$ cat src/rtl/pinres_pkg.sv
package pinres_pkg;

    typedef enum logic [1:0] {
        MODE_INPUT  = 2'b00,
        MODE_OUTPUT = 2'b01,
        MODE_ALTFN  = 2'b10,
        MODE_ANALOG = 2'b11
    } pin_mode_e;

    typedef enum logic [1:0] {
        PULL_NONE = 2'b00,
        PULL_UP   = 2'b01,
        PULL_DOWN = 2'b10,
        PULL_RESV = 2'b11
    } pull_e;

    // Decoded per-pin configuration
    typedef struct packed {
        logic  is_output;
        logic  open_drain;
        pull_e pull;
        logic  odata;
    } pin_cfg_t;

    // External driver state of one pin
    typedef struct packed {
        logic connected;
        logic level;
    } ext_drv_t;

    // Resolution result: known=0 means the pin floats and holds
    typedef struct packed {
        logic known;
        logic level;
    } pin_res_t;

    function automatic pin_cfg_t make_cfg(logic [1:0] mode, logic otype,
                                          logic [1:0] pull, logic odata);
        pin_cfg_t c;
        c.is_output  = (pin_mode_e'(mode) == MODE_OUTPUT);
        c.open_drain = otype;
        c.pull       = pull_e'(pull);
        c.odata      = odata;
        return c;
    endfunction

    // True when an external drive at 'level' would fight the output
    function automatic logic drive_conflicts(logic is_output, logic open_drain,
                                             logic level);
        return is_output && !(open_drain && !level);
    endfunction

    function automatic pin_res_t resolve_pin(pin_cfg_t c, ext_drv_t d);
        pin_res_t r;
        r.known = 1'b1;
        r.level = c.odata;
        if (c.is_output) begin
            if (c.open_drain && c.odata) begin
                if (d.connected && !d.level) begin
                    r.level = 1'b0;
                end else if (c.pull == PULL_UP) begin
                    r.level = 1'b1;
                end else if (c.pull == PULL_DOWN) begin
                    r.level = 1'b0;
                end else begin
                    r.known = 1'b0;
                end
            end
        end else if (d.connected) begin
            r.level = d.level;
        end else if (c.pull == PULL_UP) begin
            r.level = 1'b1;
        end else if (c.pull == PULL_DOWN) begin
            r.level = 1'b0;
        end else begin
            r.known = 1'b0;
            r.level = 1'b0;
        end
        return r;
    endfunction

endpackage

$ cat src/rtl/pinres_drive_ctl.sv
module pinres_drive_ctl
    import pinres_pkg::*;
#(
    parameter int NUM_PINS = 16,
    localparam int PIN_IDX_W = (NUM_PINS > 1) ? $clog2(NUM_PINS) : 1
) (
    input  logic                           clk,
    input  logic                           rst,
    input  logic [NUM_PINS-1:0]            out_mask,
    input  logic [NUM_PINS-1:0]            od_mask,
    input  logic                           drv_valid,
    input  logic [PIN_IDX_W-1:0]           drv_pin,
    input  logic                           drv_level,
    input  logic                           disc_valid,
    input  logic [NUM_PINS-1:0]            disc_mask,
    output ext_drv_t [NUM_PINS-1:0]        drv_next,
    output logic                           drv_err
);

    ext_drv_t [NUM_PINS-1:0] drv_q;
    logic                    err_q;
    logic                    req_in_range;
    logic                    req_conflict;
    logic                    req_accept;

    // Classify the incoming request against its target pin
    always_comb begin
        req_in_range = 1'b0;
        req_conflict = 1'b0;
        for (int i = 0; i < NUM_PINS; i++) begin
            if (drv_pin == PIN_IDX_W'(i)) begin
                req_in_range = 1'b1;
                req_conflict = drive_conflicts(out_mask[i], od_mask[i], drv_level);
            end
        end
        req_accept = drv_valid && req_in_range && !req_conflict;
    end

    // Next driver state: disconnect, then accepted request, then conflict drop
    always_comb begin
        for (int i = 0; i < NUM_PINS; i++) begin
            ext_drv_t nxt;
            nxt = drv_q[i];
            if (disc_valid && disc_mask[i]) begin
                nxt.connected = 1'b0;
            end
            if (req_accept && (drv_pin == PIN_IDX_W'(i))) begin
                nxt.connected = 1'b1;
                nxt.level     = drv_level;
            end
            if (nxt.connected && drive_conflicts(out_mask[i], od_mask[i], nxt.level)) begin
                nxt.connected = 1'b0;
            end
            drv_next[i] = rst ? '0 : nxt;
        end
    end

    always_ff @(posedge clk) begin
        if (rst) begin
            drv_q <= '0;
            err_q <= 1'b0;
        end else begin
            drv_q <= drv_next;
            err_q <= err_q | (drv_valid && req_in_range && req_conflict);
        end
    end

    assign drv_err = err_q;

endmodule

$ cat src/rtl/pinres_pin_eval.sv
module pinres_pin_eval
    import pinres_pkg::*;
(
    input  pin_cfg_t cfg,
    input  ext_drv_t drv,
    output pin_res_t res
);

    always_comb begin
        res = resolve_pin(cfg, drv);
    end

endmodule

$ cat src/rtl/pinres_input_reg.sv
module pinres_input_reg
    import pinres_pkg::*;
#(
    parameter int NUM_PINS = 16
) (
    input  logic                    clk,
    input  logic                    rst,
    input  pin_res_t [NUM_PINS-1:0] res,
    output logic [NUM_PINS-1:0]     pin_in,
    output logic [NUM_PINS-1:0]     rise_evt,
    output logic [NUM_PINS-1:0]     fall_evt
);

    logic [NUM_PINS-1:0] level_q;
    logic [NUM_PINS-1:0] rise_q;
    logic [NUM_PINS-1:0] fall_q;

    always_ff @(posedge clk) begin
        if (rst) begin
            for (int i = 0; i < NUM_PINS; i++) begin
                level_q[i] <= res[i].known & res[i].level;
            end
            rise_q <= '0;
            fall_q <= '0;
        end else begin
            for (int i = 0; i < NUM_PINS; i++) begin
                if (res[i].known) begin
                    level_q[i] <= res[i].level;
                    rise_q[i]  <= res[i].level & ~level_q[i];
                    fall_q[i]  <= ~res[i].level & level_q[i];
                end else begin
                    rise_q[i] <= 1'b0;
                    fall_q[i] <= 1'b0;
                end
            end
        end
    end

    assign pin_in   = level_q;
    assign rise_evt = rise_q;
    assign fall_evt = fall_q;

endmodule

$ cat src/rtl/pin_level_resolver.sv
module pin_level_resolver
    import pinres_pkg::*;
#(
    parameter int NUM_PINS = 16,
    localparam int PIN_IDX_W = (NUM_PINS > 1) ? $clog2(NUM_PINS) : 1
) (
    input  logic                    clk,
    input  logic                    rst,
    input  logic [2*NUM_PINS-1:0]   cfg_mode,
    input  logic [NUM_PINS-1:0]     cfg_otype,
    input  logic [2*NUM_PINS-1:0]   cfg_pull,
    input  logic [NUM_PINS-1:0]     out_data,
    input  logic                    drv_valid,
    input  logic [PIN_IDX_W-1:0]    drv_pin,
    input  logic                    drv_level,
    input  logic                    disc_valid,
    input  logic [NUM_PINS-1:0]     disc_mask,
    output logic [NUM_PINS-1:0]     pin_in,
    output logic [NUM_PINS-1:0]     rise_evt,
    output logic [NUM_PINS-1:0]     fall_evt,
    output logic                    drv_err
);

    pin_cfg_t [NUM_PINS-1:0] cfg;
    logic     [NUM_PINS-1:0] out_mask;
    logic     [NUM_PINS-1:0] od_mask;
    ext_drv_t [NUM_PINS-1:0] drv_next;
    pin_res_t [NUM_PINS-1:0] res;

    for (genvar g = 0; g < NUM_PINS; g++) begin : g_pin
        assign cfg[g]      = make_cfg(cfg_mode[2*g +: 2], cfg_otype[g],
                                      cfg_pull[2*g +: 2], out_data[g]);
        assign out_mask[g] = cfg[g].is_output;
        assign od_mask[g]  = cfg[g].open_drain;

        pinres_pin_eval u_eval (
            .cfg (cfg[g]),
            .drv (drv_next[g]),
            .res (res[g])
        );
    end

    pinres_drive_ctl #(.NUM_PINS(NUM_PINS)) u_drive (
        .clk        (clk),
        .rst        (rst),
        .out_mask   (out_mask),
        .od_mask    (od_mask),
        .drv_valid  (drv_valid),
        .drv_pin    (drv_pin),
        .drv_level  (drv_level),
        .disc_valid (disc_valid),
        .disc_mask  (disc_mask),
        .drv_next   (drv_next),
        .drv_err    (drv_err)
    );

    pinres_input_reg #(.NUM_PINS(NUM_PINS)) u_inreg (
        .clk      (clk),
        .rst      (rst),
        .res      (res),
        .pin_in   (pin_in),
        .rise_evt (rise_evt),
        .fall_evt (fall_evt)
    );

endmodule

$ cat config.mk
export PLATFORM = sky130hd
export DESIGN_NAME = pin_level_resolver
export DESIGN_NICKNAME = d
export VERILOG_FILES = /design/src/rtl/pinres_pkg.sv /design/src/rtl/pinres_drive_ctl.sv /design/src/rtl/pinres_pin_eval.sv /design/src/rtl/pinres_input_reg.sv /design/src/rtl/pin_level_resolver.sv
export SDC_FILE = /design/constraint.sdc
export NUM_CORES = 1
export LEC_CHECK = 0
export ABC_CLOCK_PERIOD_IN_PS = 5080
export BUFFER_PORTS_ARGS = -buffer_cell sky130_fd_sc_hd__buf_2
export CORE_AREA = 2 2 115 117
export CTS_BUF_LIST = sky130_fd_sc_hd__clkbuf_16
export DETAILED_ROUTE_END_ITERATION = 6
export DIE_AREA = 0 0 117 119
export PLACE_DENSITY_LB_ADDON = 0.1
export SLEW_MARGIN = 20
export SYNTH_ARGS = -nofsm -noshare
export SYNTH_HDL_FRONTEND = slang
export SYNTH_SLANG_ARGS = --single-unit
$ cat constraint.sdc
create_clock -name clk -period 5.08 [get_ports clk]
set_input_delay 1.016 -clock clk [delete_from_list [all_inputs] [get_ports clk]]
set_output_delay 1.016 -clock clk [all_outputs]
set_load 0.005 [all_outputs]
Word-level counts from Yosys, hierarchy flattened
Index checks and enable logic that the tools add are counted.
Word-level totals
  register bits after elaboration: 81
  bits of input ports: 121
  output and inout bits: 49
  word-level logic and storage cells: 776
Operators by class
  eq/ne operators: 63
  mux-type cells: 289
  bitwise operators: 97
  reduce and logical (&&, ||, !) cells: 246
Operator list (number)
  1-bit two-way mux: 224
  1-bit logical AND: 147
  2-bit two-way mux: 64
  1-bit logical NOT: 66
  2-bit by 1-bit equality test with 1-bit output (second input constant): 32
  1-bit AND: 48
  1-bit inverter: 48
  2-bit equality test (second input constant): 16
  4-bit equality test (second input constant): 8
  2-bit nonzero test: 16
  2-bit OR reduction: 16
  4-bit by 3-bit equality test with 1-bit output (second input constant): 4
  16-bit two-way mux: 1
  4-bit by 2-bit equality test with 1-bit output (second input constant): 2
  4-bit by 1-bit equality test with 1-bit output (second input constant): 1
  4-bit logical NOT: 1
  1-bit OR: 1

Depth between registers and ports, before layout
  depth in word-level cells: 38
  gate-level depth with buffers: 11
  gate-level depth less buffers: 9

Modules after synthesis
A second synthesis with hierarchy kept.
Unflattened totals
  cell total of the unflattened synthesis: 663
  area, all modules: 6042.0 µm²
By module, submodules not included
  pinres_drive_ctl: times used 1, cells each 288, area each 2130.8 µm², seq. area each 660.6 µm²
  pinres_input_reg: times used 1, cells each 135, area each 2109.5 µm², seq. area each 1121.1 µm²
  pinres_pin_eval: times used 16, cells each 14, area each 98.8 µm², seq. area each 0.0 µm²
  pin_level_resolver: times used 1, cells each 16, area each 220.2 µm², seq. area each 0.0 µm²

Least setup slack after synthesis
No wires, ideal clock.
  kind: input-to-reg
  start: input drv_pin[1]
  end: register u_inreg.level_q[12], in the netlist u_inreg.pin_in[12], data pin
  library setup time: 0.279 ns
  arrival: 2.847 ns
  required time: 4.801 ns
  setup slack: 1.954 ns
  stages: 10
  path buffers: 2
  cell sequence: buf_2 -> xnor2_1 -> nor3b_1 -> a2111o_1 -> a21oi_2 -> a22oi_2 -> or2_1 -> buf_2 -> a211oi_1 -> a311oi_1
On the way
  longest elaborated chain between the ends: 34
  elaborated cells on any way between the ends: 71
  those cells by class: eq/ne: 15; mux: 43; bitwise: 1; reduce/logical: 12
RTL lines
  start: declaration: line pin_level_resolver.sv:14  | input logic [PIN_IDX_W-1:0] drv_pin,
  4-bit logical NOT: line pinres_drive_ctl.sv:31  | if (drv_pin == PIN_IDX_W'(i)) begin
  1-bit two-way mux (16 in a row): line pinres_drive_ctl.sv:31
  1-bit logical AND or 1-bit logical NOT (tied branches): line pinres_drive_ctl.sv:36  | req_accept = drv_valid && req_in_range && !req_conflict;
  1-bit logical AND: line pinres_drive_ctl.sv:36
  1-bit logical AND (*): line pinres_drive_ctl.sv:47  | if (req_accept && (drv_pin == PIN_IDX_W'(i))) begin
  2-bit two-way mux (*): line pinres_drive_ctl.sv:47
  1-bit logical NOT: line pinres_pkg.sv:50  | return is_output && !(open_drain && !level);
  1-bit logical AND: line pinres_pkg.sv:50
  (+3 left out)
  1-bit two-way mux: line pinres_drive_ctl.sv:51  | if (nxt.connected && drive_conflicts(out_mask[i], od_mask[i], nxt.level)) begin
  2-bit two-way mux (*): line pinres_drive_ctl.sv:54  | drv_next[i] = rst ? '0 : nxt;
  1-bit logical AND: line pinres_pkg.sv:59  | if (d.connected && !d.level) begin
  1-bit two-way mux: line pinres_pkg.sv:59
  2-bit two-way mux: line pinres_pkg.sv:58  | if (c.open_drain && c.odata) begin
  2-bit two-way mux (*): line pinres_pkg.sv:57  | if (c.is_output) begin
  1-bit two-way mux or 1-bit AND (tied branches): line pinres_input_reg.sv:27, pinres_input_reg.sv:21
  16-bit two-way mux (*): line pinres_input_reg.sv:19  | if (rst) begin
  end signal: indexed assignment: line pinres_input_reg.sv:21  | level_q[i] <= res[i].known & res[i].level;
  end signal: indexed assignment: line pinres_input_reg.sv:28  | level_q[i] <= res[i].level;
  end: declaration: line pinres_input_reg.sv:14  | logic [NUM_PINS-1:0] level_q;
Mark *: on every way between the ends. The rest lies on a longest branch, timed or not. The select of a mux whose other input is x is not followed.
A chain may end at the register's enable or synchronous reset.

Worst setup path in the final report
  start: input drv_level
  end: register u_inreg.level_q[12], in the netlist u_inreg.pin_in[12], data pin
On the way
  longest elaborated chain between the ends: 37
  elaborated cells on any way between the ends: 87
  those cells by class: mux: 27; bitwise: 1; reduce/logical: 59
RTL lines
  start: declaration: line pin_level_resolver.sv:15  | input logic drv_level,
  1-bit logical NOT: line pinres_pkg.sv:50
  1-bit logical AND: line pinres_pkg.sv:50
  1-bit logical NOT: line pinres_pkg.sv:50
  1-bit logical AND: line pinres_pkg.sv:50
  1-bit two-way mux (16 in a row): line pinres_drive_ctl.sv:31
  1-bit logical NOT: line pinres_drive_ctl.sv:36
  1-bit logical AND: line pinres_drive_ctl.sv:36
  1-bit logical AND: line pinres_drive_ctl.sv:47
  (+6 left out)
  1-bit two-way mux: line pinres_drive_ctl.sv:51
  2-bit two-way mux (*): line pinres_drive_ctl.sv:54
  1-bit logical AND: line pinres_pkg.sv:59
  1-bit two-way mux: line pinres_pkg.sv:59
  2-bit two-way mux: line pinres_pkg.sv:58
  2-bit two-way mux (*): line pinres_pkg.sv:57
  1-bit two-way mux or 1-bit AND (tied branches): line pinres_input_reg.sv:27, pinres_input_reg.sv:21
  16-bit two-way mux (*): line pinres_input_reg.sv:19
Marked as above.

==> metrics.yaml <==
status: "completed"
worstPathRequired_ns: 5.23
grt-busiest-layer: "met2"
ys_ff_latch: 81
synthCells: 724
ios: 170
antenna_found_initial: 0
cts_made_buffers: 9
synth_cell_type_count: 69
worst_slack_ns: 1.22
synth_edf_count: 16
synth_area_sq_um: 5640
ff2ff_path_depth: 6
cp.arrival_ns: 4.01
area_growth_pct: 22.2
fin_skew_ns: 0.00333
place_hpwl_um: 12000
fin_total_pwr_w: 0.00170
regArea_sq_um: 1780
setup_viol: 0
rsz0062_at_grt: "no"
ys_warn_count: 0
dieArea_sq_um: 13900
p_per_area_nw_per_um2: 247
cts_hold_buf: 0
io_buffers: 169
leakage_nw: 3.20
synth_nets: 877
ir_drop_v: 0.000137
fp.dieW_um: 117
nFillCells: 1275
gp_congestion: 0.840
ctsResizeCount: 0
grt_usage: 0.229
first_iter_violations: 343
final_layout_size_suffix_gt1_frac: 0.232
synthFlopType: "dfxtp_1"
core_sq_um: 12900
min_period_ns: 3.86
met1_usage: 0.286
reg2reg_slack_ns: 3.49
layout.cells.most_common: "buf_2"
start_util: 0.438
grt_pass1_wl_um: 25700
cts_tree: "done"
dp_slack_ns: 0.897
antenna_left: 0
hold_violations: 0
r2r_end: "u_inreg.pin_in[4]"
use_met3: 0.0509
wl_um: 15900
seq_area_frac_synth: 0.316
vias_per_cell: 5.53
crit_start: "drv_level"
die_y_um: 119
finalNetCount: 1030
clk-insertion-delay-late_ns: 0.34
critPathMaxFanout: 27
tightest_slew_ns: 0.779
via_count: 5855
use_met2: 0.380
min_path_type: "register to register"
cts_root_buffer: "clkbuf_16"
clkTransAtPathRegs_ns: 0.06
row_count: 42
slew_headroom: 0.480
final_cell_mix: "buf_2, nand2_1, nor2_1, a21oi_1, dfxtp_1"
cp-start-kind: "primary input"
criticalPathCategory: "primary input to register"
clkSinkCount: 81
htree_levels: 3
cts_buffer_depth: 2
crit_end: "u_inreg.pin_in[12]"
grt_max_degree: 57
rr_startpoint: "u_drive.drv_q[9]"
async_reset_ff_frac: 0
min_from: "u_inreg.pin_in[11]"
min_period_over_period: 0.760
max_freq_mhz: 259
synth.avg_cell_area_sq_um: 7.79
end_kind: "register"
multi_input_area_sq_um: 3540
finalSetupTns_ns: 0
drt_first_pass_iters: 5
diodes: 0
maxCapViolations: 0
drcViolationCount: 0
wl_per_cell_um: 15.0
overflow: 0
post_cts.repair.setup_buffers: 0
grt_pass1_vias: 5541
report.final.slew_viol_count: 0
## cells in the mapped netlist, types with 9 or more instances
| cell | number | area (sq um) |
|---|---|---|
| ha_1 | 32 | 400 |
| edfxtp_1 | 16 | 480 |
| nor2_1 | 69 | 259 |
| mux2i_1 | 21 | 210 |
| and3_1 | 10 | 62.6 |
| a31oi_1 | 11 | 68.8 |
| clkbuf_1 | 15 | 56.3 |
| nor2b_1 | 23 | 144 |
| and4_1 | 12 | 105 |
| nand2b_1 | 24 | 150 |
| inv_1 | 48 | 180 |
| dfxtp_1 | 65 | 1300 |
| nor3_1 | 26 | 130 |
| a21boi_0 | 12 | 90.1 |
| nand2_1 | 98 | 368 |
| buf_2 | 11 | 55.1 |
| nor4_1 | 9 | 56.3 |
| a211oi_1 | 12 | 90.1 |
| a21oi_1 | 65 | 325 |
| nand3_1 | 15 | 75.1 |
| o21ai_0 | 28 | 140 |
## through the flow
stage                     utilization  instance area, sq um  hold WS (ns)  cells
after floorplan                     -                  5640         0.442    724
after global placement          0.513                  6600         0.432   1042
after detailed placement        0.513                  6600         0.440   1042
after CTS                       0.535                  6890         0.463   1058
after global routing            0.535                  6890         0.481   1058
final                           0.535                  6890         0.460   1058
## area by class of cell
| type | count | share of cell area |
|---|---|---|
| Sequential cell | 81 | 0.259 |
| Timing Repair Buffer | 173 | 0.127 |
| Clock buffer | 9 | 0.0327 |
| Multi-Input combinational cell | 563 | 0.513 |
| Clock inverter | 7 | 0.00908 |
| Tap cell | 176 | 0.0320 |
| Inverter | 49 | 0.0267 |
## logic make-up (layout without fill, tap and decap cells)
logic type	Yosys count	after routing	synth area share
simple gates	318	318	0.289
compound gates	187	187	0.220
flops	81	81	0.316
buf+inv	80	238	0.0570
fa+ha+maj	32	32	0.0710
mux	25	25	0.0453
xor+xnor	1	1	0.00155
## layer usage
metal,up-vias,routed length (um)
li1,2898,-
met3,32,984
met5,-,0
met2,186,7520
met4,0,370
met1,2739,7030
## registers in the layout, indices dropped and copies added, names as in the netlist
name,cells
u_drive.drv_err,1
u_drive.drv_q,32
u_inreg.fall_evt,16
u_inreg.pin_in,16
u_inreg.rise_evt,16
## critical path: stages
cell and delay, ns:
buf_2 0.45, inv_2 0.26, a2111oi_0 0.50, o31ai_1 0.15, o2111a_1 0.38, a22oi_2 0.45
or2_1 0.31, o311ai_1 0.15, a311oi_1 0.33
## worst min path at each step
stage,slack (ns),to,depth (start not counted)
2_1_floorplan,0.44,u_drive.drv_err,2
3_5_place_dp,0.44,u_drive.drv_err,2
3_3_place_gp,0.43,u_drive.drv_err,2
5_1_grt,0.48,u_drive.drv_err,2
4_1_cts,0.46,u_inreg.rise_evt[11],1
6_report,0.46,u_inreg.rise_evt[11],1
## power by group
group | internal [W] | switching (W) | total (W)
Sequential | 0.000694 | 0.0000185 | 0.000713
Clock | 0.000376 | 0.000268 | 0.000643
Combinational | 0.000141 | 0.000202 | 0.000343
Total | 0.00121 | 0.000489 | 0.00170
Note: power is estimated with default switching activity, not from simulation.
